File: src/rtl/i2c_guard_pkg.sv
package i2c_guard_pkg;

   typedef enum logic [3:0] {
      RC_IDLE,
      RC_SAMPLE,
      RC_LOW,
      RC_STP_A,
      RC_STP_B,
      RC_STP_C,
      RC_STP_D,
      RC_DONE,
      RC_FAIL
   } rc_state_t;

   typedef struct packed {
      logic start;
      logic rstart;
      logic stop;
      logic void_msg;
   } bus_evt_t;

   localparam int LINE_SDA = 0;
   localparam int LINE_SCL = 1;

endpackage

File: src/rtl/i2c_guard_sync.sv
module i2c_guard_sync #(
   parameter int STAGES = 2,
   parameter int LINES  = 2
) (
   input  logic             clk,
   input  logic             rst_n,
   input  logic [LINES-1:0] d,
   output logic [LINES-1:0] q
);

   if (STAGES < 2) begin : g_bad_stages
      $error("i2c_guard_sync: STAGES must be at least 2");
   end

   for (genvar ln = 0; ln < LINES; ln++) begin : g_line
      logic [STAGES-1:0] chain;
      always_ff @(posedge clk or negedge rst_n) begin
         if (!rst_n) chain <= '1;
         else        chain <= {chain[STAGES-2:0], d[ln]};
      end
      assign q[ln] = chain[STAGES-1];
   end

endmodule

File: src/rtl/i2c_guard_detect.sv
module i2c_guard_detect
   import i2c_guard_pkg::*;
(
   input  logic     clk,
   input  logic     rst_n,
   input  logic     scl_s,
   input  logic     sda_s,
   output bus_evt_t evt,
   output logic     busy
);

   logic scl_q, sda_q, armed;
   logic both_hi, start_c, stop_c, scl_fall;

   always_comb begin
      both_hi  = scl_q & scl_s;
      start_c  = both_hi & sda_q & ~sda_s;
      stop_c   = both_hi & ~sda_q & sda_s;
      scl_fall = scl_q & ~scl_s;
   end

   always_ff @(posedge clk or negedge rst_n) begin
      if (!rst_n) begin
         scl_q <= 1'b1;
         sda_q <= 1'b1;
         busy  <= 1'b0;
         armed <= 1'b0;
         evt   <= '0;
      end else begin
         scl_q <= scl_s;
         sda_q <= sda_s;
         evt   <= '{start: start_c & ~busy, rstart: start_c & busy,
                    stop: stop_c, void_msg: stop_c & armed};
         if (start_c)     busy <= 1'b1;
         else if (stop_c) busy <= 1'b0;
         if (start_c)                  armed <= 1'b1;
         else if (stop_c || scl_fall)  armed <= 1'b0;
      end
   end

endmodule

File: src/rtl/i2c_guard_recover.sv
module i2c_guard_recover
   import i2c_guard_pkg::*;
#(
   parameter int HALF_CYCLES  = 250,
   parameter int MAX_PULSES   = 9,
   parameter int STUCK_CYCLES = 50000
) (
   input  logic clk,
   input  logic rst_n,
   input  logic scl_s,
   input  logic sda_s,
   input  logic clear_req,
   output logic scl_pull,
   output logic sda_pull,
   output logic done,
   output logic rst_req
);

   localparam int TW = $clog2(HALF_CYCLES + 1);
   localparam int PW = $clog2(MAX_PULSES + 1);
   localparam int SW = $clog2(STUCK_CYCLES + 1);

   if (HALF_CYCLES < 2) begin : g_bad_half
      $error("i2c_guard_recover: HALF_CYCLES must be at least 2");
   end
   if (MAX_PULSES < 1) begin : g_bad_pulses
      $error("i2c_guard_recover: MAX_PULSES must be at least 1");
   end
   if (STUCK_CYCLES < 4) begin : g_bad_stuck
      $error("i2c_guard_recover: STUCK_CYCLES must be at least 4");
   end

   rc_state_t      st, st_nx;
   logic [TW-1:0]  tmr;
   logic [PW-1:0]  pulses;
   logic [SW-1:0]  scl_low_cnt, sda_low_cnt;
   logic           phase_end, scl_stuck, sda_stuck;

   always_comb begin
      phase_end = (tmr == TW'(HALF_CYCLES - 1));
      scl_stuck = (scl_low_cnt == SW'(STUCK_CYCLES));
      sda_stuck = (sda_low_cnt == SW'(STUCK_CYCLES));
      scl_pull  = (st == RC_LOW) || (st == RC_STP_A) || (st == RC_STP_B);
      sda_pull  = (st == RC_STP_B) || (st == RC_STP_C);
      done      = (st == RC_DONE);
      rst_req   = (st == RC_FAIL);
   end

   always_comb begin
      st_nx = st;
      case (st)
         RC_IDLE:   if (clear_req || sda_stuck) st_nx = RC_SAMPLE;
         RC_SAMPLE: if (phase_end) begin
                       if (sda_s)                            st_nx = RC_STP_A;
                       else if (pulses >= PW'(MAX_PULSES))   st_nx = RC_FAIL;
                       else                                  st_nx = RC_LOW;
                    end
         RC_LOW:    if (phase_end) st_nx = RC_SAMPLE;
         RC_STP_A:  if (phase_end) st_nx = RC_STP_B;
         RC_STP_B:  if (phase_end) st_nx = RC_STP_C;
         RC_STP_C:  if (phase_end) st_nx = RC_STP_D;
         RC_STP_D:  if (phase_end) st_nx = RC_DONE;
         RC_DONE:   st_nx = RC_IDLE;
         RC_FAIL:   if (clear_req) st_nx = RC_SAMPLE;
         default:   st_nx = RC_IDLE;
      endcase
      if (scl_stuck && st != RC_FAIL) st_nx = RC_FAIL;
   end

   always_ff @(posedge clk or negedge rst_n) begin
      if (!rst_n) begin
         st          <= RC_IDLE;
         tmr         <= '0;
         pulses      <= '0;
         scl_low_cnt <= '0;
         sda_low_cnt <= '0;
      end else begin
         st <= st_nx;
         if (st_nx != st)     tmr <= '0;
         else if (!phase_end) tmr <= tmr + 1'b1;
         if (st == RC_IDLE || st == RC_FAIL)  pulses <= '0;
         else if (st == RC_LOW && phase_end)  pulses <= pulses + 1'b1;
         if (scl_s || scl_pull)  scl_low_cnt <= '0;
         else if (!scl_stuck)    scl_low_cnt <= scl_low_cnt + 1'b1;
         if (sda_s || st != RC_IDLE) sda_low_cnt <= '0;
         else if (!sda_stuck)        sda_low_cnt <= sda_low_cnt + 1'b1;
      end
   end

endmodule

File: src/rtl/i2c_line_guard.sv
module i2c_line_guard
   import i2c_guard_pkg::*;
#(
   parameter int SYNC_STAGES  = 2,
   parameter int HALF_CYCLES  = 250,
   parameter int MAX_PULSES   = 9,
   parameter int STUCK_CYCLES = 50000
) (
   input  logic clk,
   input  logic rst_n,
   input  logic scl_in,
   input  logic sda_in,
   input  logic clear_req,
   output logic scl_pull_low,
   output logic sda_pull_low,
   output logic start_pulse,
   output logic rstart_pulse,
   output logic stop_pulse,
   output logic void_pulse,
   output logic bus_busy,
   output logic clear_done,
   output logic reset_request
);

   logic [1:0] raw_lines, sync_lines;
   bus_evt_t   evt;

   assign raw_lines[LINE_SCL] = scl_in;
   assign raw_lines[LINE_SDA] = sda_in;

   i2c_guard_sync #(.STAGES(SYNC_STAGES), .LINES(2)) sync_i (
      .clk(clk), .rst_n(rst_n), .d(raw_lines), .q(sync_lines)
   );

   i2c_guard_detect detect_i (
      .clk(clk), .rst_n(rst_n),
      .scl_s(sync_lines[LINE_SCL]), .sda_s(sync_lines[LINE_SDA]),
      .evt(evt), .busy(bus_busy)
   );

   i2c_guard_recover #(
      .HALF_CYCLES(HALF_CYCLES), .MAX_PULSES(MAX_PULSES),
      .STUCK_CYCLES(STUCK_CYCLES)
   ) recover_i (
      .clk(clk), .rst_n(rst_n),
      .scl_s(sync_lines[LINE_SCL]), .sda_s(sync_lines[LINE_SDA]),
      .clear_req(clear_req),
      .scl_pull(scl_pull_low), .sda_pull(sda_pull_low),
      .done(clear_done), .rst_req(reset_request)
   );

   assign start_pulse  = evt.start;
   assign rstart_pulse = evt.rstart;
   assign stop_pulse   = evt.stop;
   assign void_pulse   = evt.void_msg;

endmodule

File: config.mk
export PLATFORM = sky130hd
export DESIGN_NAME = i2c_line_guard
export DESIGN_NICKNAME = d
export VERILOG_FILES = /design/src/rtl/i2c_guard_pkg.sv /design/src/rtl/i2c_guard_sync.sv /design/src/rtl/i2c_guard_detect.sv /design/src/rtl/i2c_guard_recover.sv /design/src/rtl/i2c_line_guard.sv
export SDC_FILE = /design/constraint.sdc
export NUM_CORES = 1
export LEC_CHECK = 0
export ABC_AREA = 1
export ABC_CLOCK_PERIOD_IN_PS = 3600
export BUFFER_PORTS_ARGS = -buffer_cell sky130_fd_sc_hd__buf_2
export CAP_MARGIN = 30
export CELL_PAD_IN_SITES_DETAIL_PLACEMENT = 1
export CELL_PAD_IN_SITES_GLOBAL_PLACEMENT = 1
export CORE_ASPECT_RATIO = 0.5
export CORE_MARGIN = 5
export CORE_UTILIZATION = 49
export CTS_CLUSTER_SIZE = 25
export DETAILED_ROUTE_END_ITERATION = 10
export GPL_ROUTABILITY_DRIVEN = 1
export HOLD_SLACK_MARGIN = 0.03
export PLACE_DENSITY_LB_ADDON = 0.1
export SYNTH_ARGS = -nofsm -noshare
export SYNTH_HDL_FRONTEND = slang
export SYNTH_HIERARCHICAL = 1
export SYNTH_SLANG_ARGS = --single-unit
File: constraint.sdc
create_clock -name clk -period 3.6 [get_ports clk]
set_input_delay 0.72 -clock clk [delete_from_list [all_inputs] [get_ports clk]]
set_output_delay 0.72 -clock clk [all_outputs]
set_load 0.02 [all_outputs]
==> results of run 1 <==
==> state kept, by name, summed over array words and instances, names as in the netlist <==
name and flops:
sync_i/g_line.chain 4, detect_i/busy 1, detect_i/evt 4, detect_i/armed 1
recover_i/sda_low_cnt 16, recover_i/scl_low_cnt 16, recover_i/tmr 8, detect_i/sda_q 1
recover_i/st 4, detect_i/scl_q 1, recover_i/pulses 4
==> routing by layer <==
layer | up-vias | share of wire [%] | global-route usage (%)
met5 | - | 0 | 0
met4 | 0 | 1.5 | 7.97
met3 | 15 | 3.4 | 5.61
met2 | 43 | 52 | 42.6
met1 | 1399 | 44 | 23.6
li1 | 1356 | - | -
==> power by group through the flow <==
stage / sequential, mW / combinational [mW] / clock [mW]
detailed placement: 0.761 / 0.208 / 0
floorplan: 0.756 / 0.141 / 0
finish: 0.751 / 0.211 / 0.764
global route: 0.756 / 0.244 / 0.814
CTS: 0.751 / 0.214 / 0.781
global placement: 0.757 / 0.187 / 0
==> logic make-up (layout without fill, tap and decap cells) <==
kind of cell | Yosys count | in the layout | share of synthesized area, %
buf+inv | 72 | 97 | 9.02
xor+xnor | 8 | 8 | 2.16
simple gates | 228 | 228 | 32.1
fa+ha+maj | 9 | 9 | 3.47
compound gates | 41 | 41 | 6.71
flops | 60 | 60 | 46.5
==> critical path: cells and delay by family, from the launching register on <==
kind,cells,cell delay [ps]
flops,1,450
buf+inv,3,380
simple gates,1,190
compound gates,1,130
==> through the flow <==
step	utilization [%]	power (mW)	cell area [um^2]
4_1_cts	58.4	1.75	3650
5_1_grt	58.4	1.81	3650
3_5_place_dp	54.2	0.969	3390
6_report	58.4	1.73	3650
3_3_place_gp	54.2	0.944	3390
2_1_floorplan	-	0.898	3240
==> worst max-delay path by stage <==
stage          cells after the start  slack [ps]                      endpoint
3_3_place_gp                       5        1780                  scl_pull_low
2_1_floorplan                      4        1890                    clear_done
3_5_place_dp                      14        1680  recover_i/tmr[1]$_DFFE_PN0P_
4_1_cts                            5        1380                  scl_pull_low
6_report                           5        1400                  scl_pull_low
5_1_grt                            5        1290                  scl_pull_low
==> cell type report <==
class	instances	share of cell area, %
Sequential cell	60	41.3
Timing Repair Buffer	14	1.99
Inverter	67	7.02
Multi-Input combinational cell	286	39.5
Tap cell	88	3.01
Clock buffer	14	6.95
Clock inverter	2	0.274
==> layout by cell type, fill, tap and decap left out, drive strengths merged <==
cell type / count
o21ai: 21
xnor2: 3
a211oi: 2
nor2: 72
clkinv: 4
nand4: 10
nor3b: 1
buf: 14
a21oi: 18
inv: 65
nand3b: 2
nand3: 33
nor3: 9
or2: 4
nand2: 95
xor2: 5
nor4: 2
clkbuf: 14
dfrtp: 54
dfstp: 6
ha: 9
==> results.json, run 1 <==
{
  "outcome": "finished, final reports clean",
  "p_int_mw": 1.27,
  "core.rowCount": 20,
  "placedCellCount": 515,
  "fin_crit_ps": 2200,
  "globalRouteTotalUtil_pct": 21.8,
  "viasPerCell": 5.30,
  "postCtsSetupRepairBufs": 0,
  "grt_pass1_wl_mm": 14.5,
  "synth_commonest_cells": "nand2_1, nor2_1, inv_1",
  "dieArea_um2": 8450,
  "yosysTopAreaCell": "dfrtp_1",
  "p_per_area_nw_per_um2": 472,
  "regArea_um2": 1510,
  "p_clk_share_pct": 44.3,
  "drive_above_1_share_pct": 14.0,
  "drt-wirelength-per-cell_um": 15.7,
  "netlist_area_um2": 3240,
  "num_vias": 2813,
  "combPwrFrac_pct": 12.2,
  "coreArea_um2": 6260,
  "cts_max_level": 3,
  "clk_pin_slew_ps": 50,
  "tightest_slew_ps": 556,
  "reg2reg_depth": 11,
  "hold_depth": 0,
  "clock_sinks": 60,
  "rr_startpoint": "recover_i/scl_low_cnt[1]$_DFFE_PN0P_",
  "ant_nets": 0,
  "multi_input_area_um2": 1440,
  "fin_setup_tns_ps": 0,
  "setup_ws_ps": 1400,
  "hp-class": "flop to flop",
  "crit_start": "recover_i/st[2]$_DFF_PN0_",
  "ctsResizeCount": 0,
  "syn_inst": 418,
  "worstPathRequired_ps": 2880,
  "preCtsSetupSlack_ps": 1680,
  "max_freq_mhz": 454,
  "p_sw_mw": 0.460,
  "setup_viol_count_final": 0,
  "ys_warn_count": 6,
  "grt_pass1_vias": 3126,
  "synth_top_area_share_pct": 41.7,
  "cp_slowest_cell": "dfrtp_1",
  "whs_endpoint": "sync_i/g_line[0].chain[1]$_DFF_PN1_",
  "tritoncts": "built",
  "p_sw_share_pct": 26.6,
  "power.leakage_nw": 1.76,
  "antenna_found_initial": 0,
  "r2r_end": "recover_i/scl_low_cnt[14]$_DFFE_PN0P_",
  "clockBufferDepth": 2,
  "ys_ff_latch": 60,
  "synth_edf_count": 0,
  "gp_congestion": 0.861,
  "cts_buffers": 9,
  "ir_drop_mv": 0.250,
  "yosys.cell_types.count": 35,
  "io_pins": 14,
  "crit_arrival_ps": 1480,
  "ys_seq_area_share_pct": 46.5,
  "yosysMostFrequentCell": "nand2_1",
  "slowest_delay_ps": 450,
  "root_buffer": "clkbuf_16",
  "min-delay-start": "sync_i/g_line[0].chain[0]$_DFF_PN1_",
  "crit_chain": "inv_2, nor2_2, inv_1, o21ai_2, buf_2",
  "end_kind": "primary output",
  "cts_hold_buf": 0,
  "synthArstFlopShare_pct": 100,
  "layout.nets": 452,
  "synth.area.top_cells": "dfrtp_1, nand2_1, nor2_1, inv_1, dfstp_2",
  "grt_max_degree": 39,
  "areaGrowthSynthToFinish_pct": 12.6,
  "r2r_setup_slack_ps": 1630,
  "rsz0062_at_grt": "no",
  "diodes": 0,
  "finalHoldViolations": 0,
  "timing.hold.ws_ps": 360,
  "skew_ps": 5.43,
  "slew_violations": 0,
  "fillCellCount": 799,
  "overflow": 0,
  "critPathKind": "flop to primary output",
  "period_share_pct": 61.1,
  "die_w_um": 125,
  "drtIter0Drc": 96,
  "drc": 0,
  "portBuffers": 13,
  "power_frac_seq_pct": 43.5,
  "initial_core_util_pct": 51.9,
  "cp-start-kind": "flop",
  "firstDrtPassIters": 4,
  "synthFlopType": "dfrtp_1",
  "relSlewSlack_pct": 63.0,
  "crit_fanout": 5,
  "maxCapViolations": 0,
  "synth_area_per_cell_um2": 7.76,
  "syn_nets": 432,
  "routed_wl_mm": 8.33,
  "die_h_um": 67.5,
  "clk_latency_ps": 330,
  "hpwl_mm": 6.07,
  "fin_cells": 531
}
Note: power is estimated with default switching activity, not from simulation.
==> run 2, diff against run 1 <==
Settings changed: ABC_AREA 1 to 0, ABC_CLOCK_PERIOD_IN_PS 3600 to 1800, CORE_UTILIZATION 49 to 44.
Clock period 3.6 ns to 1.8 ns, I/O delays scaled along.
==> run 2 against run 1 <==
Compared with the run above:
- the flow now finishes with violations (negative setup slack)
- synthesized cell count fell by 22%
- via count shrank 1.2%
- final cell count is 2.1% lower
- core utilization up 4.6 points
- die area rose by 9.4%
- critical path depth rose by 2
- first-iteration DRC count is 41% higher
- clock power grew 120%
- critical path type is now flop to flop
- sequential cell count unchanged
- synthesized area decreased by 0.62%
- global-route usage down 1.1 points
==> results.json, run 2 <==
{
  "outcome": "finished with violations",
  "violations": "negative setup slack",
  "power.leakage_nw": 2.00,
  "largestRegisters": "recover_i/scl_low_cnt (16), recover_i/sda_low_cnt (16), recover_i/tmr (8)",
  "syn_nets": 340,
  "end_kind": "flop",
  "cp-start-kind": "flop",
  "critPathKind": "flop to flop",
  "cts_hold_buf": 0,
  "gp_congestion": 0.858,
  "setup_viol_count_final": 16,
  "io_pins": 14,
  "die_h_um": 70.5,
  "ant_nets": 0,
  "hpwl_mm": 5.84,
  "yosysMostFrequentCell": "dfrtp_1",
  "clock_sinks": 60,
  "reg2reg_depth": 7,
  "slew_violations": 0,
  "multi_input_area_um2": 1810,
  "cts_buffers": 9,
  "drc": 0,
  "netlist_area_um2": 3220,
  "coreArea_um2": 7240,
  "fillCellCount": 774,
  "core.rowCount": 22,
  "synthFlopType": "dfrtp_1",
  "num_vias": 2780,
  "synthArstFlopShare_pct": 100,
  "antenna_found_initial": 0,
  "overflow": 0,
  "max_freq_mhz": 492,
  "yosys.cell_types.count": 63,
  "clk_pin_slew_ps": 50,
  "fin_crit_ps": 2030,
  "viasPerCell": 5.35,
  "drt-wirelength-per-cell_um": 18.8,
  "p_per_area_nw_per_um2": 837,
  "routed_wl_mm": 9.79,
  "drive_above_1_share_pct": 41.5,
  "hp-class": "input pin to async pin",
  "maxCapViolations": 0,
  "yosysTopAreaCell": "dfrtp_1",
  "crit_fanout": 8,
  "ir_drop_mv": 0.535,
  "globalRouteTotalUtil_pct": 20.7,
  "finalHoldViolations": 0,
  "grt_pass1_wl_mm": 15.1,
  "synth_edf_count": 0,
  "firstDrtPassIters": 4,
  "portBuffers": 13,
  "final_cell_mix": "buf_4, dfrtp_1, nor2_1",
  "synth_area_per_cell_um2": 9.89,
  "die_w_um": 131,
  "crit_arrival_ps": 2250,
  "diodes": 0,
  "tritoncts": "built",
  "layout.nets": 433,
  "regArea_um2": 1510,
  "setup_ws_ps": -233,
  "grt_pass1_vias": 3063,
  "ys_ff_latch": 60,
  "final_common_cell": "buf_4",
  "syn_inst": 326,
  "relSlewSlack_pct": 69.1,
  "grt_max_degree": 61,
  "cts_max_level": 3,
  "dieArea_um2": 9240,
  "ys_warn_count": 6,
  "worstPathRequired_ps": 2020,
  "synth_top_area_share_pct": 41.9,
  "drtIter0Drc": 135,
  "total_power_mw": 3.82,
  "tightest_slew_ps": 460,
  "skew_ps": 7.63,
  "clk_latency_ps": 330,
  "period_share_pct": 113,
  "clockBufferDepth": 2,
  "ys_seq_area_share_pct": 46.8,
  "root_buffer": "clkbuf_16",
  "initial_core_util_pct": 44.5,
  "areaGrowthSynthToFinish_pct": 41.6,
  "synth.area.top_cells": "dfrtp_1, nor2_1, xnor2_1, dfstp_2, xor2_1",
  "rsz0062_at_grt": "yes",
  "synth_commonest_cells": "dfrtp_1, nor2_1, nand2_1",
  "timing.hold.ws_ps": 27.4
}
[run 2: changes by cell type after synthesis, sizes merged, moves of 7 or more]
cell   change
nor2      -22
nand3     -16
o21ai     -11
nor4       +8
xnor2     +16
xor2       +9
or3        +7
a21oi      -8
inv       -48
nand2     -72
[run 2: worst paths after layout]
kind                                                              end  slack, ps                                 start
max in group asynchronous         sync_i/g_line[1].chain[0]$_DFF_PN1_       1450                                 rst_n
worst min-delay path            recover_i/sda_low_cnt[14]$_DFFE_PN0P_         30                                 rst_n
worst min register to register    sync_i/g_line[1].chain[1]$_DFF_PN1_        360   sync_i/g_line[1].chain[0]$_DFF_PN1_
worst max register to register           recover_i/tmr[1]$_DFFE_PN0P_       -230  recover_i/scl_low_cnt[1]$_DFFE_PN0P_
worst max-delay path                     recover_i/tmr[1]$_DFFE_PN0P_       -230  recover_i/scl_low_cnt[1]$_DFFE_PN0P_
min in group clk                  sync_i/g_line[1].chain[0]$_DFF_PN1_        130                                scl_in
[run 2: final cells by class]
type	count	share of cell area, %
Inverter	18	1.59
Multi-Input combinational cell	234	39.6
Clock buffer	15	6.30
Clock inverter	1	0.110
Sequential cell	60	33.2
Timing Repair Buffer	96	16.6
Tap cell	96	2.63
[run 2: power breakdown]
group          internal [mW]  leakage, nW  switching [mW]
Clock                   1.08        0.146           0.567
Sequential              1.46        0.788          0.0811
Combinational          0.322         1.07           0.313
Total                   2.86         2.00           0.961
[run 2: cells by family (layout without fill, tap and decap cells)]
logic type                 after synthesis  count (layout)  share of synthesized area, %
and+or+nand+nor                        152             152                          26.2
DFF                                     60              60                          46.8
AOI/OAI and AO/OA                       36              36                          8.73
xor gates and xnor gates                33              33                          8.96
buffers and inverters                   32             130                          4.46
adders and majority gates                9               9                          3.49
muxes                                    4               4                          1.32
[run 2: per-layer routing]
metal | vias to the layer above | track usage (%) | routed length [um] | part of all wire [%]
met5 | - | 0 | 0 | 0
met4 | 0 | 5.36 | 139 | 1.4
met3 | 19 | 6.18 | 295 | 3.0
met2 | 45 | 36.0 | 5190 | 53
met1 | 1401 | 25.2 | 4170 | 43
li1 | 1315 | - | - | -
[run 2: what timing repair did]
item,4_1_cts,5_1_grt
setup buffers,4,13
endpoints found under the setup margin,16,21
pin swaps,7,14
gates cloned,0,0
resized for setup,30,27
[run 2: worst max-delay path, stage by stage, from the launching register on]
cell and delay [ps]:
dfrtp_1 360, inv_2 50, ha_2 170, and4bb_2 260, nand4_4 120, o221ai_4 120, o41a_4 530, nor4_1 320
[run 2: per-stage QoR]
step	setup WS (ps)	std cells	area [um^2]	utilization, %	setup TNS [ps]
2_1_floorplan	-75.6	326	3290	-	-619
3_3_place_gp	-118	489	3910	54.0	-849
3_5_place_dp	-234	489	3910	54.0	-1730
4_1_cts	-191	509	4340	60.0	-1540
5_1_grt	-288	520	4570	63.1	-3690
6_report	-233	520	4570	63.1	-2340
